$ cat src/rtl/sdm_pkg.sv
package sdm_pkg;

    localparam int DATA_W_DEF   = 18;
    localparam int HALF_LEV_DEF = 8;

    typedef enum logic [1:0] {
        CLIP_NONE,
        CLIP_HI,
        CLIP_LO
    } clip_e;

    // Feedback tap mask (bit i set = stage i+1 tapped) for maximal-length
    // Fibonacci shift registers of the supported widths.
    function automatic logic [31:0] lfsr_taps(input int w);
        logic [31:0] m;
        m = '0;
        case (w)
            15: begin m[14] = 1'b1; m[13] = 1'b1; end
            16: begin m[15] = 1'b1; m[14] = 1'b1; m[12] = 1'b1; m[3] = 1'b1; end
            17: begin m[16] = 1'b1; m[13] = 1'b1; end
            18: begin m[17] = 1'b1; m[10] = 1'b1; end
            20: begin m[19] = 1'b1; m[16] = 1'b1; end
            default: begin m[16] = 1'b1; m[13] = 1'b1; end
        endcase
        return m;
    endfunction

endpackage

$ cat src/rtl/sdm_lfsr.sv
module sdm_lfsr #(
    parameter int          W    = 17,
    parameter logic [31:0] SEED = 32'h0000_ACE1
) (
    input  logic         clk,
    input  logic         rst,
    input  logic         adv,
    output logic [W-1:0] state
);

    localparam logic [31:0]  TAPS_ALL = sdm_pkg::lfsr_taps(W);
    localparam logic [W-1:0] TAPS     = TAPS_ALL[W-1:0];
    localparam logic [W-1:0] SEED_W   = SEED[W-1:0];

    logic fb;

    always_comb fb = ^(state & TAPS);

    always_ff @(posedge clk) begin
        if (rst) begin
            state <= SEED_W;
        end else if (adv) begin
            state <= {state[W-2:0], fb};
        end
    end

    AST_LFSR_LIVE: assert property (@(posedge clk) disable iff (rst) state != '0);

endmodule

$ cat src/rtl/sdm_tpdf_dither.sv
module sdm_tpdf_dither #(
    parameter int          DW     = 14,
    parameter int          A_W    = 17,
    parameter int          B_W    = 18,
    parameter logic [31:0] SEED_A = 32'h0000_ACE1,
    parameter logic [31:0] SEED_B = 32'h0001_3579
) (
    input  logic                 clk,
    input  logic                 rst,
    input  logic                 adv,
    input  logic                 en,
    output logic signed [DW:0]   dith
);

    localparam int NSRC = 2;

    logic        [DW-1:0] raw [NSRC];
    logic signed [DW-1:0] uni [NSRC];

    for (genvar g = 0; g < NSRC; g++) begin : g_src
        localparam int          GW = (g == 0) ? A_W : B_W;
        localparam logic [31:0] GS = (g == 0) ? SEED_A : SEED_B;
        logic [GW-1:0] st;

        sdm_lfsr #(.W(GW), .SEED(GS)) u_src (
            .clk   (clk),
            .rst   (rst),
            .adv   (adv),
            .state (st)
        );

        // Offset binary to twos complement: uniform in [-2^(DW-1), 2^(DW-1)-1]
        assign raw[g] = st[DW-1:0];
        assign uni[g] = {~raw[g][DW-1], raw[g][DW-2:0]};
    end

    always_comb begin
        if (en) begin
            dith = {uni[0][DW-1], uni[0]} + {uni[1][DW-1], uni[1]};
        end else begin
            dith = '0;
        end
    end

    AST_DITHER_FROZEN: assert property (@(posedge clk) disable iff (rst)
        !adv |=> ($stable(en) -> $stable(dith)));

endmodule

$ cat src/rtl/sdm_quant.sv
module sdm_quant #(
    parameter int ACC_W    = 20,
    parameter int STEP_SH  = 14,
    parameter int HALF_LEV = 8,
    parameter int CODE_W   = 5
) (
    input  logic signed [ACC_W-1:0] w,
    output logic        [CODE_W-1:0] code,
    output logic signed [ACC_W-1:0] lvl,
    output sdm_pkg::clip_e          clip
);

    localparam logic signed [ACC_W:0] HALF_STEP = (ACC_W+1)'(2**(STEP_SH-1));
    localparam logic signed [ACC_W:0] LIM_HI    = (ACC_W+1)'(HALF_LEV);
    localparam logic signed [ACC_W:0] LIM_LO    = -LIM_HI;

    logic signed [ACC_W:0] biased;
    logic signed [ACC_W:0] rnd;
    logic signed [ACC_W:0] sel;

    always_comb begin
        biased = {w[ACC_W-1], w} + HALF_STEP;   // round half up
        rnd    = biased >>> STEP_SH;
        if (rnd > LIM_HI) begin
            sel  = LIM_HI;
            clip = sdm_pkg::CLIP_HI;
        end else if (rnd < LIM_LO) begin
            sel  = LIM_LO;
            clip = sdm_pkg::CLIP_LO;
        end else begin
            sel  = rnd;
            clip = sdm_pkg::CLIP_NONE;
        end
        code = CODE_W'(sel + LIM_HI);
        lvl  = ACC_W'(sel <<< STEP_SH);
    end

endmodule

$ cat src/rtl/sdm_mod.sv
module sdm_mod #(
    parameter int          DATA_W   = sdm_pkg::DATA_W_DEF,
    parameter int          HALF_LEV = sdm_pkg::HALF_LEV_DEF,
    parameter int          LFSR_A_W = 17,
    parameter int          LFSR_B_W = 18,
    parameter logic [31:0] SEED_A   = 32'h0000_ACE1,
    parameter logic [31:0] SEED_B   = 32'h0001_3579
) (
    input  logic                                  clk,
    input  logic                                  rst,
    input  logic                                  in_vld,
    input  logic signed [DATA_W-1:0]              in_smp,
    input  logic                                  dith_en,
    output logic [$clog2(2*HALF_LEV+1)-1:0]       lvl_code
);

    localparam int NLEV    = 2 * HALF_LEV + 1;
    localparam int CODE_W  = $clog2(NLEV);
    localparam int STEP_SH = DATA_W - 1 - $clog2(HALF_LEV);
    localparam int ACC_W   = DATA_W + 2;
    localparam int WIDE_W  = ACC_W + 3;

    typedef logic signed [ACC_W-1:0]  acc_t;
    typedef logic signed [WIDE_W-1:0] wide_t;

    typedef struct packed {
        acc_t e1;
        acc_t e2;
    } hist_t;

    localparam wide_t ACC_MAX = WIDE_W'(2**(ACC_W-1) - 1);
    localparam wide_t ACC_MIN = -ACC_MAX - 1;
    localparam wide_t ERR_LIM = WIDE_W'(2**STEP_SH);
    localparam acc_t  HALF_Q  = ACC_W'(2**(STEP_SH-1));
    localparam logic signed [DATA_W-1:0] FS_POS = DATA_W'(2**(DATA_W-1) - 1);

    function automatic acc_t clamp(input wide_t v, input wide_t lo, input wide_t hi);
        if (v > hi) return acc_t'(hi);
        if (v < lo) return acc_t'(lo);
        return acc_t'(v);
    endfunction

    hist_t                hist;
    logic signed [STEP_SH:0] dith;
    wide_t                u_w, w_w, err_w;
    acc_t                 u_s, w_s, v_q, err_s;
    logic [CODE_W-1:0]    code_n;
    sdm_pkg::clip_e       clip;

    sdm_tpdf_dither #(
        .DW     (STEP_SH),
        .A_W    (LFSR_A_W),
        .B_W    (LFSR_B_W),
        .SEED_A (SEED_A),
        .SEED_B (SEED_B)
    ) u_dith (
        .clk  (clk),
        .rst  (rst),
        .adv  (in_vld),
        .en   (dith_en),
        .dith (dith)
    );

    // Second-order error feedback: u = x - 2e[n-1] + e[n-2]
    always_comb begin
        u_w = wide_t'(in_smp) - (wide_t'(hist.e1) <<< 1) + wide_t'(hist.e2);
        u_s = clamp(u_w, ACC_MIN, ACC_MAX);
        w_w = wide_t'(u_s) + wide_t'(dith);
        w_s = clamp(w_w, ACC_MIN, ACC_MAX);
    end

    sdm_quant #(
        .ACC_W    (ACC_W),
        .STEP_SH  (STEP_SH),
        .HALF_LEV (HALF_LEV),
        .CODE_W   (CODE_W)
    ) u_quant (
        .w    (w_s),
        .code (code_n),
        .lvl  (v_q),
        .clip (clip)
    );

    always_comb begin
        err_w = wide_t'(v_q) - wide_t'(w_s);
        err_s = clamp(err_w, -ERR_LIM, ERR_LIM);
    end

    always_ff @(posedge clk) begin
        if (rst) begin
            hist     <= '0;
            lvl_code <= CODE_W'(HALF_LEV);
        end else if (in_vld) begin
            hist.e2  <= hist.e1;
            hist.e1  <= err_s;
            lvl_code <= code_n;
        end
    end

    AST_CODE_RANGE: assert property (@(posedge clk) disable iff (rst)
        lvl_code <= CODE_W'(NLEV - 1));
    AST_HOLD_IDLE: assert property (@(posedge clk) disable iff (rst)
        !in_vld |=> $stable(lvl_code));
    AST_RESET_MID: assert property (@(posedge clk)
        rst |=> lvl_code == CODE_W'(HALF_LEV));
    AST_ERR_BOUND: assert property (@(posedge clk) disable iff (rst)
        (in_vld && clip == sdm_pkg::CLIP_NONE) |=> (hist.e1 <= HALF_Q && hist.e1 >= -HALF_Q));
    AST_FULL_SCALE: assert property (@(posedge clk) disable iff (rst)
        (in_vld && !dith_en && in_smp == FS_POS) |=> lvl_code >= CODE_W'(NLEV - 4));

endmodule

$ cat config.mk
export PLATFORM = sky130hd
export DESIGN_NAME = sdm_mod
export DESIGN_NICKNAME = d
export VERILOG_FILES = /design/src/rtl/sdm_pkg.sv /design/src/rtl/sdm_lfsr.sv /design/src/rtl/sdm_tpdf_dither.sv /design/src/rtl/sdm_quant.sv /design/src/rtl/sdm_mod.sv
export SDC_FILE = /design/constraint.sdc
export NUM_CORES = 1
export LEC_CHECK = 0
export CORE_MARGIN = 4
export CORE_UTILIZATION = 40
export CTS_BUF_LIST = sky130_fd_sc_hd__clkbuf_4 sky130_fd_sc_hd__clkbuf_8
export DETAILED_ROUTE_END_ITERATION = 12
export GPL_TIMING_DRIVEN = 0
export SYNTH_ARGS = -nofsm -noshare
export SYNTH_HDL_FRONTEND = slang
export SYNTH_SLANG_ARGS = --single-unit
$ cat constraint.sdc
create_clock -name clk -period 20.4 [get_ports clk]
set_input_delay 4.08 -clock clk [delete_from_list [all_inputs] [get_ports clk]]
set_output_delay 4.08 -clock clk [all_outputs]
set_load 0.01 [all_outputs]
==> impl_metrics.csv <==
group,metric,value,unit
route,dr.pass1.iters,5,
logic_synthesis,synth.avg_cell_area,7.97,µm²
critical_path,worstPathBufferInverterCount,7,
timing,grt_setup_unrepaired,"no",
clock_tree,post_cts_buffers,0,
route,via_count,6581,
die,die_h,146,µm
die,die_w,146,µm
clock_tree,cts_tree,"done",
placement,placed_area,8130,µm²
critical_path,cp_slowest_stage_delay,0.84,ns
grt,grt_max_degree,16,
layout,final_cell_mix,"inv_1 (112), nor2_1 (91), dfxtp_1 (80)",
critical_path,critPathMostFrequentCell,"o21ai_0",
clock_tree,clk_pin_slew,0.09,ns
timing,fin_tns_setup,0,ns
critical_path,cp_slowest_cell,"o31ai_1",
outcome,status,"complete, no violations",
placement,gp_congestion,0.952,
die,initial_core_util,40.5,%
layout,syn_to_final_growth,9.63,%
grt,grtUsageTotal,18.5,%
timing,max_slew_margin,13.0,%
die,std_cell_rows,50,
logic_synthesis,synth_top_cell_by_area,"dfxtp_1",
grt,grt_pass1_wl,32000,µm
route,routed_via_density,5.36,
timing,fin_crit,15.24,ns
clock_tree,clock_latency,0.38,ns
placement,dp.final_hpwl,16000,µm
timing,period_share,74.7,%
logic_synthesis,ys_types,85,
timing,hold_violations,0,
critical_path,reg2reg_setup_slack,9.02,ns
die,core_area,18700,µm²
logic_synthesis,synth_cells,952,
critical_path,critPathArrivalTime,15.56,ns
route,final_antenna_net_count,0,
logic_synthesis,synth_area_leaders,"dfxtp_1 (21%), ha_1 (11%), mux2i_1 (7.3%), fa_1 (5.8%), inv_1 (5.5%)",
critical_path,r2r-end,"hist[29]",
critical_path,crit_type,"input port to register",
clock_tree,ctsHoldBuffers,0,
layout,final_common_cell,"inv_1",
clock_tree,clock-root-buffer,"clkbuf_8",
critical_path,cp-start-kind,"input port",
worst_hold_path,hold_start,"lvl_code[0]",
clock_tree,cts_resized,0,
layout,nFillCells,1916,
job,maxCapViolCount,0,
placement,post-place-ws,4.93,ns
critical_path,timing.rr.start,"hist[2]",
placement,port_buffers,25,
worst_hold_path,min_path_type,"register to register",
grt,gr-total-overflow,0,
clock_tree,ctsHtreeMaxLevel,3,
layout,fin_nets,1096,
die,io_pins,27,
timing,setup_viol,0,
worst_hold_path,holdPathEnd,"lvl_code[0]",
logic_synthesis,synth_flop_cell,"dfxtp_1",
logic_synthesis,yosysWarnings,0,
die,dieArea,21200,µm²
logic_synthesis,seq_area_frac_synth,21.1,%
layout,layout-drive-gt1-share,6.45,%
clock_tree,clockBufferDepth,2,
logic_synthesis,ys_async_sr_fraction,0,%
grt,antenna_found_initial,0,
timing,worstMarginPinSlew,1.29,ns
clock_tree,cts_sinks,80,
logic_synthesis,ys_seq_elements,80,
timing,worst_slack,5.16,ns
logic_synthesis,synth_fp_nets,1060,
critical_path,r2r_cells,38,
timing,finalMaxSlewViolations,0,
clock_tree,cts_buffers,9,
critical_path,cp-end-kind,"register",
critical_path,cp_data_required_time,20.72,ns
logic_synthesis,synth_edf_count,0,
critical_path,path_delay_family,"compound AO/OA/AOI/OAI gates",
logic_synthesis,synth.top_cell.area_share,21.1,%
layout,diodes,0,
route,dr.first_iter.drc_count,364,
timing,finClkSkew,0.0115,ns
critical_path,crit_fanout,10,
route,drc,0,
timing,max_freq,0.0656,GHz
grt,grt_pass1_vias,6161,
worst_hold_path,min_path_cells,1,
layout,fin_area,8320,µm²
logic_synthesis,netlist_area,7580,µm²
route,postRouteWirelength,19700,µm
route,wire_per_inst,16.0,µm
-- through the flow --
| stage | std cells | utilization (%) | hold slack, ns |
|---|---|---|---|
| final | 1227 | 44.5 | 0.473 |
| after global routing | 1227 | 44.5 | 0.492 |
| after CTS | 1227 | 44.5 | 0.475 |
| after detailed placement | 1211 | 43.5 | 0.455 |
| after global placement | 1211 | 43.5 | 0.449 |
| after floorplan | 952 | - | 0.441 |
-- worst reg2reg max path, delay by kind of cell, from the launching register on --
kind	cells	cell delay, ns
AOI/OAI and AO/OA	20	6.16
adders and majority gates	5	1.88
buffers and inverters	6	0.93
DFF	1	0.34
muxes	1	0.39
and+or+nand+nor	6	1.63
-- synth_stat cells, drive strengths merged, types with 3 or more instances --
cell type,count
maj3,3
xor2,19
a211o,3
o21a,8
a2111oi,4
or3,10
nor2,91
fa,22
a32o,3
nand2,79
and4,4
o21ai,69
o21bai,14
a31oi,5
ha,64
mux2i,55
a211oi,10
a21oi,59
o41ai,4
and2,25
or2,4
xnor2,39
o2bb2ai,3
a21o,16
nand2b,6
buf,8
a31o,3
and3,5
inv,113
o22ai,4
o31ai,11
nand3,13
nor3,17
nand3b,3
nor4,4
clkbuf,15
o211ai,8
nor2b,4
dfxtp,80
nand4,7
-- per-layer routing --
layer,global-route usage [%],routed length (µm),vias up
met5,0,0,-
met4,4.94,299,0
met3,2.37,663,23
met2,30.1,8870,114
met1,26.1,9830,3041
li1,-,-,3403
-- area by class of cell --
class / instances / area (µm²) / area share [%]
Timing Repair Buffer: 25 / 250 / 3.01
Sequential cell: 80 / 1600 / 19.3
Clock buffer: 10 / 138 / 1.66
Inverter: 114 / 428 / 5.15
Buffer: 25 / 128 / 1.53
Multi-Input combinational cell: 733 / 5430 / 65.3
Tap cell: 234 / 293 / 3.52
Clock inverter: 6 / 50.0 / 0.602
-- logic make-up (layout without fill, tap and decap cells) --
kind of cell / Yosys count / count (layout) / share of synthesized area [%]
and+or+nand+nor: 278 / 278 / 17.6
AOI/OAI and AO/OA: 251 / 251 / 22.9
buffers and inverters: 139 / 180 / 7.32
adders and majority gates: 89 / 89 / 16.8
DFF: 80 / 80 / 21.1
xor gates and xnor gates: 58 / 58 / 6.70
muxes: 57 / 57 / 7.56
-- how the worst max path moves through the flow --
stage	to	cells past startpoint	slack [ns]	startpoint
after CTS	hist[29]	39	5.29	in_smp[2]
final	hist[29]	39	5.16	in_smp[2]
after global routing	hist[30]	39	4.36	in_smp[2]
after detailed placement	hist[29]	39	4.93	in_smp[2]
after floorplan	hist[24]	41	7.26	in_smp[2]
after global placement	hist[30]	39	4.87	in_smp[2]
-- state kept, by name (all words and copies together) (netlist names) --
name	count
lvl_code	5
hist	40
u_dith.g_src.u_src.state	35
Power is not shown: default switching activity piles up to over one toggle a cycle in this logic, so the estimate is an artifact.
